[src/rtl/dual_rank_shifter.sv]
module dual_rank_shifter #(
  parameter int WIDTH = 8
) (
  input  logic             clk,
  input  logic             rst_n,
  input  logic             out_n,
  input  logic             in_n,
  input  logic             up_n,
  input  logic             down_n,
  input  logic             shift_n,
  input  logic             sin,
  input  logic [WIDTH-1:0] io_in,
  output logic [WIDTH-1:0] io_out,
  output logic             io_oe,
  output logic             sout
);

  logic [WIDTH-1:0] a_q, b_q, a_d, b_d;
  logic             clr;

  assign clr    = !up_n && !down_n;
  assign io_oe  = !out_n && in_n;
  assign io_out = a_q;
  assign sout   = b_q[WIDTH-1];

  always_comb begin
    a_d = a_q;
    if (clr)
      a_d = in_n ? '0 : io_in;
    else if (!in_n)
      a_d = up_n ? io_in : (io_in | b_q);
    else if (!up_n)
      a_d = b_q;
  end

  always_comb begin
    b_d = b_q;
    if (clr)
      b_d = '0;
    else if (!down_n)
      b_d = a_q;
    else if (!shift_n)
      b_d = {b_q[WIDTH-2:0], sin};
  end

  always_ff @(posedge clk or negedge rst_n) begin
    if (!rst_n) begin
      a_q <= '0;
      b_q <= '0;
    end else begin
      a_q <= a_d;
      b_q <= b_d;
    end
  end


  pin_dir_chk: assert property (@(posedge clk) disable iff (!rst_n)
    !in_n |-> !io_oe);


  pin_load_chk: assert property (@(posedge clk) disable iff (!rst_n)
    (!in_n && up_n) |=> (io_out == $past(io_in)));


  up_copy_chk: assert property (@(posedge clk) disable iff (!rst_n)
    (in_n && !up_n && down_n) |=> (a_q == $past(b_q)));


  down_copy_chk: assert property (@(posedge clk) disable iff (!rst_n)
    (up_n && !down_n) |=> (b_q == $past(a_q)));


  shift_step_chk: assert property (@(posedge clk) disable iff (!rst_n)
    (down_n && !shift_n && !clr) |=> (sout == $past(b_q[WIDTH-2])));


  clear_chk: assert property (@(posedge clk) disable iff (!rst_n)
    (!up_n && !down_n) |=> (b_q == '0));


  hold_chk: assert property (@(posedge clk) disable iff (!rst_n)
    (in_n && up_n) |=> $stable(io_out));

endmodule

[config.mk]
export PLATFORM = sky130hd
export DESIGN_NAME = dual_rank_shifter
export DESIGN_NICKNAME = d
export VERILOG_FILES = /design/src/rtl/dual_rank_shifter.sv
export SDC_FILE = /design/constraint.sdc
export NUM_CORES = 1
export LEC_CHECK = 0
export ABC_AREA = 1
export BUFFER_PORTS_ARGS = -buffer_cell sky130_fd_sc_hd__buf_2
export CAP_MARGIN = 25
export CORE_UTILIZATION = 25
export CTS_BUF_LIST = sky130_fd_sc_hd__clkbuf_4 sky130_fd_sc_hd__clkbuf_8 sky130_fd_sc_hd__clkbuf_16
export DETAILED_ROUTE_END_ITERATION = 12
export SLEW_MARGIN = 20
export SYNTH_ARGS = -nofsm -noshare
export SYNTH_HDL_FRONTEND = slang
export SYNTH_SLANG_ARGS = --single-unit
[constraint.sdc]
create_clock -name clk -period 0.8 [get_ports clk]
set_clock_uncertainty 0.2 [all_clocks]
set_input_delay 0.12 -clock clk [delete_from_list [all_inputs] [get_ports clk]]
set_output_delay 0.12 -clock clk [all_outputs]
set_load 0.05 [all_outputs]
# ---- Word-level counts from Yosys, hierarchy flattened
# Index checks and enable logic that the tools add are counted.
dict set report word_totals {
  regBits 16
  output_inout_bits 10
  in_bits 16
}
dict set report op_classes {
  n_reduce_logical 5
  n_eq_ne 2
  muxes 8
  bitwise_logic 1
}
# operator n
set op_table {}
lappend op_table {{2-to-1 mux 8 bit} 8}
lappend op_table {{bitwise OR 8 bit} 1}
lappend op_table {{!= test 3 x 2 -> 1 bit (second input constant)} 2}
lappend op_table {{zero test 1 bit} 3}
lappend op_table {{logical AND 1 bit} 2}

# ---- Depth between registers and ports, before layout
dict set report logic_depth {
  ltp_word 4
  mapped_depth 6
  ltp_nobuf 5
}

# ---- Least setup slack after synthesis
# OpenSTA, ideal clock, no wires.
dict set report synth_timing {
  path_type {input to output}
  from {input in_n}
  to {output io_oe}
  required_time_ns 0.480
  t_arrival_ns 0.958
  cell_stages 2
  path_buffers 0
  slack_ns -0.478
  path_cell_list {clkinv_1 > nor2_1}
}
dict set report synth_between {
  elab_chain_len 1
}
# item line
set synth_rtl {}
lappend synth_rtl {{start: declaration} 7} ;# input logic in_n,
lappend synth_rtl {{logical AND 1 bit} 22} ;# assign io_oe = !out_n && in_n;
lappend synth_rtl {{end: declaration} 14} ;# output logic io_oe,
# No other way between the ends.

# ---- Worst setup path after layout
dict set report layout_timing {
  from {register a_q[1], in the netlist io_out[1]}
  to {output io_out[1]}
}
# item line
set layout_rtl {}
lappend layout_rtl {{start: declaration} 18} ;# logic [WIDTH-1:0] a_q, b_q, a_d, b_d;
lappend layout_rtl {{start signal: assignment} 48} ;# a_q <= '0;
lappend layout_rtl {{start signal: assignment} 51} ;# a_q <= a_d;
lappend layout_rtl {{end: declaration} 13} ;# output logic [WIDTH-1:0] io_out,
# No word-level cell between the ends.

==> run summary <==
• output pin — Worst setup EP type
• flip-flops — top cell family by delay on the critical path
• 166 — Final nets
• io_out[2] — Endpoint, Worst Hold
• 9 — endpoints failing hold
• 68.3% — Layout Area Growth over Synthesis
• 0 — number of warnings printed during yosys synthesis
• 3 — number of buffers inserted during clock tree synthesis
• 17 — largest net degree at the start of global routing
• 150% — post-route clock period utilization
• 1680 nW/µm² — total power density per cell area
• 44.4% — share of the core filled with cells in the final layout
• 31 — Initial DRC Count
• 3 — worst hold path cell count
• 59.0 µm — vertical die dimension
• 4.36 — vias per std cell
• 0 — final global-route overflow total
• 25 — Setup violations, final
• hold timing, setup timing — failing checks
• -0.403 ns — worst setup margin
• finished, violations left — run status
• 4 — Detailed Routing Iterations Pass 1
• 5 — worst r2r path cells
• sky130_fd_sc_hd__dfrtp_1 — dominant cell type by area after synthesis
• 0 — antenna violations before repair
• 1270 µV — peak ir drop on the vdd network
• 0.758 — gpl congestion
• 0.29 ns — clk_lat worst skew
• 1 — Critical path buffers and inverters
• -0.236 ns — minimum setup slack after placement
• sky130_fd_sc_hd__nand2_1 — most frequent cell after synthesis
• 59.0 µm — Die Width
• 3480 µm² — Die Outline Area
• 108 — number of cells produced by synthesis
• 2260 µm — DRT Wirelength
• 0 — final max-slew violation count
• sky130_fd_sc_hd__dfrtp_2 — cell with the largest stage delay on the worst path
• sky130_fd_sc_hd__dfrtp_1 49%, sky130_fd_sc_hd__nand2_1 30%, sky130_fd_sc_hd__nand3_1 9.9% — leading cell types by total area after synthesis
• -0.156 ns — hold_ws
• 26.4% — initial core utilization
• 26 — total I/O pin count
• b_q[3] — reg-to-reg endpoint
• sky130_fd_sc_hd__dfrtp_1 — most common flop cell mapped by yosys
• 16 — clk sink count
• 0 — ANT cells
• 0 — count of flip-flops with a built-in enable after synthesis
• 14.4% — GRT Util Overall
• 7.52 µm² — post-synthesis average cell area
• 478 µm² — Multi-input gate area
• 16 — FF+latch count, synth
• 49.3% — register area share after synthesis
• 0 — Max Cap Violations
• io_out[3] — Crit Reg-Reg Startpoint
• 100% — fraction of synthesis flops using an asynchronous set or reset pin
• flop to output pin — type of the setup path with the least slack
• 0 — Remaining DRCs
• 11.7 µm — post-DR wirelength/cell
• 3080 µm² — total core area
• 1.20 ns — shortest clock period the worst path allows after layout
• 842 — Vias
• -0.26 ns — setup slack, reg-to-reg
• 3640 µm — global-route wire length before repair
• primary input to flop — class of the most critical hold timing path
• 0.350 ns — transition at the pin with the smallest max-transition slack
• 13 — number of distinct standard cells referenced by the synthesized netlist
• 76.6% — worst-case headroom to the max-slew limit
• 1 — number of hold buffers added after CTS
• 0.48 ns — data required time at the worst endpoint
• 2 — buffer levels on the longest clock path
• 0.00229 W — Power, Total
• 124 — net count of the mapped netlist
• 0.832 GHz — Max Fclk
• 412 µm² — area occupied by registers
• 311 — Filler Cell Count
• 782 — via count of the first global-routing pass
• 55.7% — share of layout cells above drive strength 1
• buf_6 — ordered cell list for the critical path
• 1460 µm — DP Wirelength
• 64 x sky130_fd_sc_hd__nand2_1, 16 x sky130_fd_sc_hd__dfrtp_1, 16 x sky130_fd_sc_hd__nand3_1 — most used standard cells in the synthesized netlist
• 49.3% — Yosys top cell area share
• 0.09 ns — clock slew seen by the registers of the worst setup and hold paths
• yes — CTS tree
• 0 — final antenna-violating net count
• 0.44 ns — highest cell delay on the worst timing path
• 20 — total number of placement rows
• 0.737 nW — leakage component of the power
• 25 — buffers added on ports
• 1 — Clock H-tree levels
• 3 — critical-path maximum fanout
• yes — unrepaired setup endpoints after global routing
• flop — type of element launching the critical path
• io_in[2] — startpoint of the lowest-slack hold path
• 812 µm² — synthesized area
• sky130_fd_sc_hd__clkbuf_4 — Clock Tree Root
• 0.88 ns — Arrival @ worst endpoint
==> placed cells by master, fill, tap and decap left out, types with 2 or more instances in the layout <==
cell                       count
sky130_fd_sc_hd__buf_2        12
sky130_fd_sc_hd__buf_4         4
sky130_fd_sc_hd__buf_6        19
sky130_fd_sc_hd__clkbuf_4      4
sky130_fd_sc_hd__dfrtp_1       7
sky130_fd_sc_hd__dfrtp_2       9
sky130_fd_sc_hd__inv_1         2
sky130_fd_sc_hd__nand2_1      48
sky130_fd_sc_hd__nand2_2      14
sky130_fd_sc_hd__nand2_4       4
sky130_fd_sc_hd__nand3_1       8
sky130_fd_sc_hd__nand3_2       7
==> final cells by class <==
type | count | share of cell area (%)
clock buffer | 4 | 2.66
tap | 44 | 4.03
inverter | 5 | 2.11
sequential | 16 | 30.1
multi-input combinational | 85 | 35.0
timing repair buffer | 39 | 26.1
==> logic make-up (layout without fill, tap and decap cells) <==
group / count (synthesis) / after routing / share of synthesized area, %
buffers and inverters: 7 / 48 / 5.39
DFF: 16 / 16 / 49.3
and+or+nand+nor: 85 / 85 / 45.3
==> how the worst max path moves through the flow <==
stage | startpoint | endpoint | slack, ns | cells past startpoint
floorplan | io_out[0] | b_q[0] | -0.24 | 4
global route | io_out[4] | io_out[4] | -0.44 | 1
global placement | in_n | io_oe | -0.22 | 4
finish | io_out[1] | io_out[1] | -0.40 | 1
detailed placement | in_n | io_out[1] | -0.24 | 5
CTS | io_out[1] | io_out[1] | -0.41 | 1
==> sequential cells by signal, indices dropped and copies added, names as in the netlist <==
register and flops:
b_q 8, io_out 8
==> power breakdown <==
part	leakage [nW]	internal, W	switching [W]
clock network	0.0210	0.000277	0.000265
registers	0.194	0.000902	0.0000718
logic	0.523	0.000329	0.000445
==> metrics by stage <==
stage,instance area (µm²),setup TNS (ns),std cells,hold slack [ns]
after global placement,1040,-4.43,180,-0.143
after detailed placement,1040,-4.61,180,-0.144
after CTS,1320,-6.65,193,-0.158
final,1370,-6.59,193,-0.156
after floorplan,836,-3.53,108,-0.376
after global routing,1370,-7.35,193,-0.161
==> layer usage <==
metal,up-vias,routed length (µm),track usage [%]
li1,420,-,-
met1,392,1010,19.0
met2,28,1100,21.3
met3,2,112,3.93
met4,0,27,8.16
met5,-,0,0
==> repair_timing <==
action                                 4_1_cts  5_1_grt
gates cloned                                 0        0
resized for setup                           51       16
pin swaps                                    5        8
endpoints found under the hold margin       25        9
setup endpoints to repair                   26       42
setup buffers                                8        4
(Power assumes the default switching activity.)
